--- config.mk ---
export PLATFORM = sky130hd
export DESIGN_NAME = hit_acq_seq
export DESIGN_NICKNAME = d
export VERILOG_FILES = /design/src/rtl/hit_acq_pkg.sv /design/src/rtl/disc_sync.sv /design/src/rtl/unit_pick.sv /design/src/rtl/hit_acq_seq.sv
export SDC_FILE = /design/constraint.sdc
export NUM_CORES = 1
export LEC_CHECK = 0
export ABC_CLOCK_PERIOD_IN_PS = 5900
export BUFFER_PORTS_ARGS = -buffer_cell sky130_fd_sc_hd__buf_2
export CAP_MARGIN = 20
export CORE_ASPECT_RATIO = 1.25
export CORE_MARGIN = 1
export CORE_UTILIZATION = 50
export CTS_CLUSTER_SIZE = 30
export DETAILED_ROUTE_END_ITERATION = 7
export HOLD_SLACK_MARGIN = 0.15
export PLACE_DENSITY = 0.81
export SLEW_MARGIN = 20
export SYNTH_ARGS = -nofsm -noshare
export SYNTH_HDL_FRONTEND = slang
export SYNTH_SLANG_ARGS = --single-unit
--- constraint.sdc ---
create_clock -name clk -period 5.9 [get_ports clk]
set_clock_uncertainty 0.2 [all_clocks]
set_input_delay 0.59 -clock clk [delete_from_list [all_inputs] [get_ports clk]]
set_output_delay 0.59 -clock clk [all_outputs]
set_load 0.01 [all_outputs]
--- src/rtl/hit_acq_pkg.sv ---
package hit_acq_pkg;
    typedef enum logic [1:0] {
        ST_IDLE  = 2'd0,
        ST_WAIT  = 2'd1,
        ST_READ  = 2'd2,
        ST_WRITE = 2'd3
    } acq_state_e;

    localparam logic [1:0] TOP_CHAN = 2'd2;
endpackage

--- src/rtl/disc_sync.sv ---
module disc_sync #(
    parameter int STAGES = 2
) (
    input  logic clk,
    input  logic rst_n,
    input  logic async_i,
    output logic level_o,
    output logic rise_o
);
    logic [STAGES-1:0] sync_q;
    logic              prev_q;

    always_ff @(posedge clk) begin
        if (!rst_n) begin
            sync_q <= '0;
            prev_q <= 1'b0;
        end else begin
            sync_q <= {sync_q[STAGES-2:0], async_i};
            prev_q <= sync_q[STAGES-1];
        end
    end

    assign level_o = sync_q[STAGES-1];
    assign rise_o  = sync_q[STAGES-1] & ~prev_q;
endmodule

--- src/rtl/unit_pick.sv ---
module unit_pick (
    input  logic       last_i,
    input  logic [1:0] busy_i,
    output logic       ok_o,
    output logic       unit_o
);
    logic pref;

    always_comb begin
        pref = ~last_i;
        if (!busy_i[pref]) begin
            ok_o   = 1'b1;
            unit_o = pref;
        end else if (!busy_i[~pref]) begin
            ok_o   = 1'b1;
            unit_o = ~pref;
        end else begin
            ok_o   = 1'b0;
            unit_o = pref;
        end
    end
endmodule

--- src/rtl/hit_acq_seq.sv ---
module hit_acq_seq #(
    parameter int TS_W    = 48,
    parameter int CNT_W   = 16,
    parameter int SPE_THR = 3,
    parameter int WIN_CYC = 8,
    parameter int TMO_CYC = 1024,
    parameter int SYNC_ST = 2
) (
    input  logic             clk,
    input  logic             rst_n,
    input  logic             disc_lo_i,
    input  logic             disc_hi_i,
    input  logic             count_mode_i,
    input  logic [1:0]       dig_busy_i,
    input  logic [1:0]       dig_done_i,
    input  logic             saturated_i,
    input  logic [TS_W-1:0]  time_i,
    output logic [1:0]       launch_o,
    output logic             coinc_o,
    output logic             drop_o,
    output logic [1:0]       rd_chan_o,
    output logic             rd_unit_o,
    output logic             buf_we_o,
    output logic [TS_W-1:0]  stamp_o,
    output logic [CNT_W-1:0] hit_cnt_o,
    output logic             spe_flag_o,
    output logic             tmo_err_o
);
    import hit_acq_pkg::*;

    localparam int WIN_W = $clog2(WIN_CYC + 1);
    localparam int TMO_W = $clog2(TMO_CYC);
    localparam logic [WIN_W-1:0] WIN_END  = WIN_W'(WIN_CYC);
    localparam logic [TMO_W-1:0] TMO_LAST = TMO_W'(TMO_CYC - 1);
    localparam logic [CNT_W-1:0] THR      = CNT_W'(SPE_THR);

    typedef struct packed {
        acq_state_e       state;
        logic             unit;
        logic             last;
        logic             hi_seen;
        logic [WIN_W-1:0] win;
        logic [TMO_W-1:0] tmo;
        logic [1:0]       chan;
        logic [TS_W-1:0]  stamp;
        logic [CNT_W-1:0] hits;
        logic             spe;
        logic             err;
        logic [1:0]       launch;
        logic             coinc;
        logic             drop;
        logic             we;
    } acq_regs_t;

    acq_regs_t r_q, r_d;

    // conditioned discriminators: index 0 = low, 1 = high
    logic [1:0] disc_raw, disc_lvl, disc_rise;
    assign disc_raw = {disc_hi_i, disc_lo_i};

    for (genvar g = 0; g < 2; g++) begin : g_disc
        disc_sync #(.STAGES(SYNC_ST)) u_sync (
            .clk     (clk),
            .rst_n   (rst_n),
            .async_i (disc_raw[g]),
            .level_o (disc_lvl[g]),
            .rise_o  (disc_rise[g])
        );
    end

    logic pick_ok, pick_unit;

    unit_pick u_pick (
        .last_i (r_q.last),
        .busy_i (dig_busy_i),
        .ok_o   (pick_ok),
        .unit_o (pick_unit)
    );

    logic [CNT_W-1:0] hits_inc;
    assign hits_inc = r_q.hits + CNT_W'(1);

    always_comb begin
        r_d        = r_q;
        r_d.launch = 2'b00;
        r_d.coinc  = 1'b0;
        r_d.drop   = 1'b0;
        r_d.we     = 1'b0;

        unique case (r_q.state)
            ST_IDLE: begin
                if (disc_rise[0]) begin
                    if (pick_ok) begin
                        r_d.state   = ST_WAIT;
                        r_d.unit    = pick_unit;
                        r_d.last    = pick_unit;
                        r_d.stamp   = time_i;
                        r_d.launch  = pick_unit ? 2'b10 : 2'b01;
                        r_d.coinc   = 1'b1;
                        r_d.hi_seen = disc_lvl[1];
                        r_d.win     = WIN_W'(1);
                        r_d.tmo     = '0;
                        if (count_mode_i && (hits_inc > THR)) begin
                            r_d.hits = '0;
                            r_d.spe  = 1'b1;
                        end else begin
                            r_d.hits = hits_inc;
                        end
                    end else begin
                        r_d.drop = 1'b1;
                    end
                end
            end
            ST_WAIT: begin
                r_d.drop = disc_rise[0];
                if (r_q.win < WIN_END) begin
                    r_d.hi_seen = r_q.hi_seen | disc_lvl[1];
                    r_d.win     = r_q.win + WIN_W'(1);
                end
                if (dig_done_i[r_q.unit]) begin
                    r_d.state = ST_READ;
                    r_d.chan  = r_d.hi_seen ? 2'd1 : 2'd0;
                end else if (r_q.tmo == TMO_LAST) begin
                    r_d.state = ST_IDLE;
                    r_d.err   = 1'b1;
                end else begin
                    r_d.tmo = r_q.tmo + TMO_W'(1);
                end
            end
            ST_READ: begin
                r_d.drop = disc_rise[0];
                if (saturated_i && (r_q.chan != TOP_CHAN)) begin
                    r_d.chan = r_q.chan + 2'd1;
                end else begin
                    r_d.state = ST_WRITE;
                    r_d.we    = 1'b1;
                end
            end
            ST_WRITE: begin
                r_d.drop  = disc_rise[0];
                r_d.state = ST_IDLE;
            end
            default: r_d.state = ST_IDLE;
        endcase
    end

    always_ff @(posedge clk) begin
        if (!rst_n) begin
            r_q       <= '0;
            r_q.state <= ST_IDLE;
            r_q.last  <= 1'b1;
        end else begin
            r_q <= r_d;
        end
    end

    assign launch_o   = r_q.launch;
    assign coinc_o    = r_q.coinc;
    assign drop_o     = r_q.drop;
    assign rd_chan_o  = r_q.chan;
    assign rd_unit_o  = r_q.unit;
    assign buf_we_o   = r_q.we;
    assign stamp_o    = r_q.stamp;
    assign hit_cnt_o  = r_q.hits;
    assign spe_flag_o = r_q.spe;
    assign tmo_err_o  = r_q.err;
endmodule

After elaboration in Yosys (flattened, before gate mapping):

Cells that the tools add are included.

* flip-flop bits (word level): 97
* input port bits: 58
* output and inout port bits: 74
* word-level logic and storage cells: 95

* $add $sub $neg: 4
* magnitude comparators: 5
* eq/ne operators: 14
* muxes and demuxes: 32
* bitwise logic cells: 5
* reduce and logical (&&, ||, !) cells: 17

Operator list (count)
* $mux W19: 2
* $pmux W15 S2: 1
* $mux W10: 2
* $add A16 B1 Y16 const B: 1
* $gt A16 B2 Y1 const B: 1
* $mux W16: 1
* $ne A2 B2 Y1 const B: 8
* $reduce_and A4 Y1: 4
* $mux W1: 15
* $reduce_and A3 Y1: 5
* $mux W2: 6
* $add A10 B1 Y10 const B: 1
* $eq A10 B10 Y1 const B: 1
* $mux W5: 2
* $pmux W2 S4: 1
* $lt A1 B2 Y1 const B: 3
* $reduce_and A5 Y1: 1
* $add A4 B1 Y4 const B: 1
* $eq A2 B2 Y1 const B: 2
* $lt A4 B4 Y1 const B: 1
* $pmux W2 S2: 1
* $reduce_bool A2 Y1: 2
* $ne A3 B3 Y1 const B: 1
* $not A1 Y1: 3
* other kinds (10): 11

Logic depth before layout (Yosys ltp):

* depth in word-level cells: 7
* depth in mapped cells: 8
* depth with buffers taken out: 8

Hierarchy:

A second synthesis with hierarchy kept.

* cells, all modules: 561
* area total of the unflattened synthesis: 4648.2 µm²

By module, submodules not included
* hit_acq_seq: times used 1, cells each 543, area each 4440.5 µm², sequential area each 1841.8 µm²
* disc_sync: times used 2, cells each 7, area each 92.6 µm², sequential area each 60.1 µm²
* unit_pick: times used 1, cells each 4, area each 22.5 µm², sequential area each 0.0 µm²

Least setup slack after synthesis:

Ideal clock, no wire load.

* path type: reg-to-reg
* start point: register r_q, in the netlist hit_cnt_o[1]
* end point: register r_q, in the netlist hit_cnt_o[2]
* setup time: 0.088 ns
* data arrival time: 2.394 ns
* data required time: 5.612 ns
* setup slack: 3.218 ns
* cell stages (with the launch flop): 9
* path buffers: 0
* period minus slack after synthesis: 2.682 ns
* path through: dfxtp_1 -> ha_1 -> nand2_1 -> or4_2 -> xor2_1 -> nand4_1 -> o31ai_4 -> o21ai_4 -> nor4_2

* longest elaborated chain between the ends: 4

Ends and longest elaborated chain
* start, declared: RTL line hit_acq_seq.sv:55 `acq_regs_t r_q, r_d;`
* start signal, assigned: RTL line hit_acq_seq.sv:153 `r_q <= r_d;`
* $add A16 B1 Y16 *: RTL line hit_acq_seq.sv:81 `assign hits_inc = r_q.hits + CNT_W'(1);`
* $gt A16 B2 Y1: RTL line hit_acq_seq.sv:103 `if (count_mode_i && (hits_inc > THR)) begin`
* $logic_and A1 B1 Y1: RTL line hit_acq_seq.sv:103
* $mux W16 *: RTL line hit_acq_seq.sv:103

Mark *: on every way between the ends. The rest lies on a longest branch, timed or not.
A chain may end at the register's enable or synchronous reset.

Worst setup path after layout:

* start point: register r_q, in the netlist hit_cnt_o[0]
* end point: register r_q, in the netlist hit_cnt_o[2]

Same word-level chain as after synthesis.

==> results.cfg <==
[route]
drtIter0Drc = 154
drc = 0
wl_per_cell_um = 12.7
vias = 3841
firstDrtPassIters = 4
viasPerCell = 5.16
antenna_left = 0
drt-total-wl_um = 9430

[synthesis]
ys.warnings.count = 0
ys_seq_area_share_pct = 40.5
ys_ff_latch = 97
postSynthAreaPerCell_um2 = 8.36
synth_flop_cell = dfxtp_1
syn_nets = 636
synth_area_mm2 = 0.00479
synth-edff-count = 0
syn_inst = 573
yosysUniqueCellTypes = 54
synthArstFlopShare_pct = 0

[die]
start_util_pct = 51.9
die_h_um = 111
die_w_um = 89.5
dieArea_mm2 = 0.00998
core_area_mm2 = 0.00922
ioPinCount = 132
row_count = 39

[critical_path]
cp-end-kind = register
cp_max_fo = 10
setup.worst_path.start_class = register
crit_arrival_ps = 3130
regToRegStartpoint = hit_cnt_o[0]$_SDFFE_PN0P_
ff2ff_setup_slack_ps = 2820
crit_type = reg2reg
reg2reg_to = hit_cnt_o[2]$_SDFFE_PN0P_
worstPathRequired_ps = 5950
crit_start = hit_cnt_o[0]$_SDFFE_PN0P_
reg2reg_depth = 8

[min_path]
hold_path_class = reg2reg
holdPathStages = 1
min_from = g_disc[0].u_sync.sync_q[0]$_SDFF_PN0_
min_to = g_disc[0].u_sync.sync_q[1]$_SDFF_PN0_

[status]
status = finished clean

[flow_run]
drv_cap = 0

[sta]
post-route-period-util_pct = 52.2
worst_pin_slew_ps = 954
final_hold_viol_count = 0
setup-tns-final_ps = 0
maxSlewHeadroom_pct = 36.1
fmax_ghz = 0.324
drv_slew = 0
holdWs_ps = 234
fin_crit_ps = 3080
rsz0062_at_grt = no
setup_viol = 0

[finish]
regArea_mm2 = 0.00194
nNetsFinal = 679
final_cell_mix = 131 x buf_2, 125 x nand2_1, 97 x dfxtp_1, 52 x a21boi_0, 37 x nor2_1
fin_util_pct = 56.8
area_delta_synth_final_pct = 9.30
multi_input_area_mm2 = 0.00212
final_common_cell = buf_2
diodes = 0
fillerInstances = 854
drive_above_1_share_pct = 26.4

[grt]
grt_max_degree = 79
grt_pass1_wl_um = 15100
grt_overflow = 0
antenna_found_initial = 0
grt_pass1_vias = 3482
grt_usage_pct = 19.1

[clock_tree]
cts_htree_levels = 3
clockBufferDepth = 2
clkTransAtPathRegs_ps = 70
ctsResizeCount = 0
cts_sinks = 97
numCtsBuffers = 9
cts_setup_buffers = 0
clk_latency_ps = 340
cts_tree = built
cts_hold_buf = 0
clockRootBuffer = clkbuf_16

[placed_design]
dp_hpwl_um = 6710
gp_congestion = 0.857
io_buffer_count = 131

[pwr]
power_density_mw_per_mm2 = 262
p_total_uw = 1370
p_leak_uw = 0.00219
peakVddDrop_mv = 0.194
==> synth_stat cells, types with 6 or more instances <==
library cell	count	area share, %
nor2_1	37	2.9
nand2_1	125	9.8
nor3_1	17	1.8
nor2b_1	7	0.91
a21boi_0	52	8.2
a21oi_1	11	1.1
and2_1	9	1.2
nand3_1	13	1.4
o21ai_0	15	1.6
xnor2_1	13	2.4
dfxtp_1	97	41
inv_1	6	0.47
xor2_1	6	1.1
buf_4	68	11
clkbuf_1	22	1.7
==> how the worst max path moves through the flow <==
stage / depth (start not counted) / to / slack, ps
after floorplan: 8 / hit_cnt_o[2]$_SDFFE_PN0P_ / 3220
after global placement: 8 / rd_unit_o$_SDFFE_PN0P_ / 2850
after detailed placement: 8 / rd_unit_o$_SDFFE_PN0P_ / 2780
after CTS: 8 / hit_cnt_o[2]$_SDFFE_PN0P_ / 2830
after global routing: 8 / hit_cnt_o[2]$_SDFFE_PN0P_ / 2630
final: 8 / hit_cnt_o[2]$_SDFFE_PN0P_ / 2820
==> layer usage <==
layer	part of all wire, %	track usage, %	up-vias
li1	-	-	1935
met1	42	20.8	1759
met2	49	33.8	128
met3	6.3	4.30	19
met4	2.3	9.52	0
met5	0	0	-
==> area by class of cell <==
cell class | count | share of cell area [%]
flip-flops and latches | 97 | 37.1
clock buffers | 11 | 4.83
clock inverters | 5 | 1.20
inverters | 6 | 0.430
well taps | 123 | 2.94
multi-input cells | 368 | 40.6
repair buffers | 134 | 13.0
==> sequential cells by signal (all words and copies together), names as in the netlist, named ones only <==
| name | count |
|---|---|
| coinc_o | 1 |
| tmo_err_o | 1 |
| hit_cnt_o | 16 |
| stamp_o | 48 |
| g_disc.u_sync.prev_q | 1 |
| spe_flag_o | 1 |
| rd_chan_o | 2 |
| r_q | 17 |
| buf_we_o | 1 |
| g_disc.u_sync.sync_q | 4 |
| rd_unit_o | 1 |
| launch_o | 2 |
| drop_o | 1 |
==> through the flow <==
stage | setup WS [ps] | instance area [um2] | instances
2_1_floorplan | 3220 | 4790 | 573
3_3_place_gp | 2850 | 4920 | 728
3_5_place_dp | 2780 | 4920 | 728
4_1_cts | 2830 | 5240 | 744
5_1_grt | 2630 | 5240 | 744
6_report | 2820 | 5240 | 744
==> cell families after synthesis <==
kind of cell | share of synthesized area, %
AO/OA/AOI/OAI | 15.3
XOR/XNOR | 3.47
adder cells (fa/ha/maj) | 1.52
buffers and inverters | 15.3
flip-flops | 40.5
multiplexers | 1.07
AND/OR/NAND/NOR | 22.7
==> power breakdown <==
part / switching [uW] / total (uW) / internal [uW]
clock network: 248 / 602 / 354
registers: 9.19 / 678 / 669
logic: 49.2 / 89.2 / 40.0
==> worst max-delay path: stages (launching register included) <==
cell     delay [ps]
dfxtp_1         420
ha_1            200
nand2_1         150
or4_2           740
xor2_1          220
nand4_1         170
o31ai_4         440
o21ai_4         160
nor4_2          280
(Power assumes the default switching activity.)
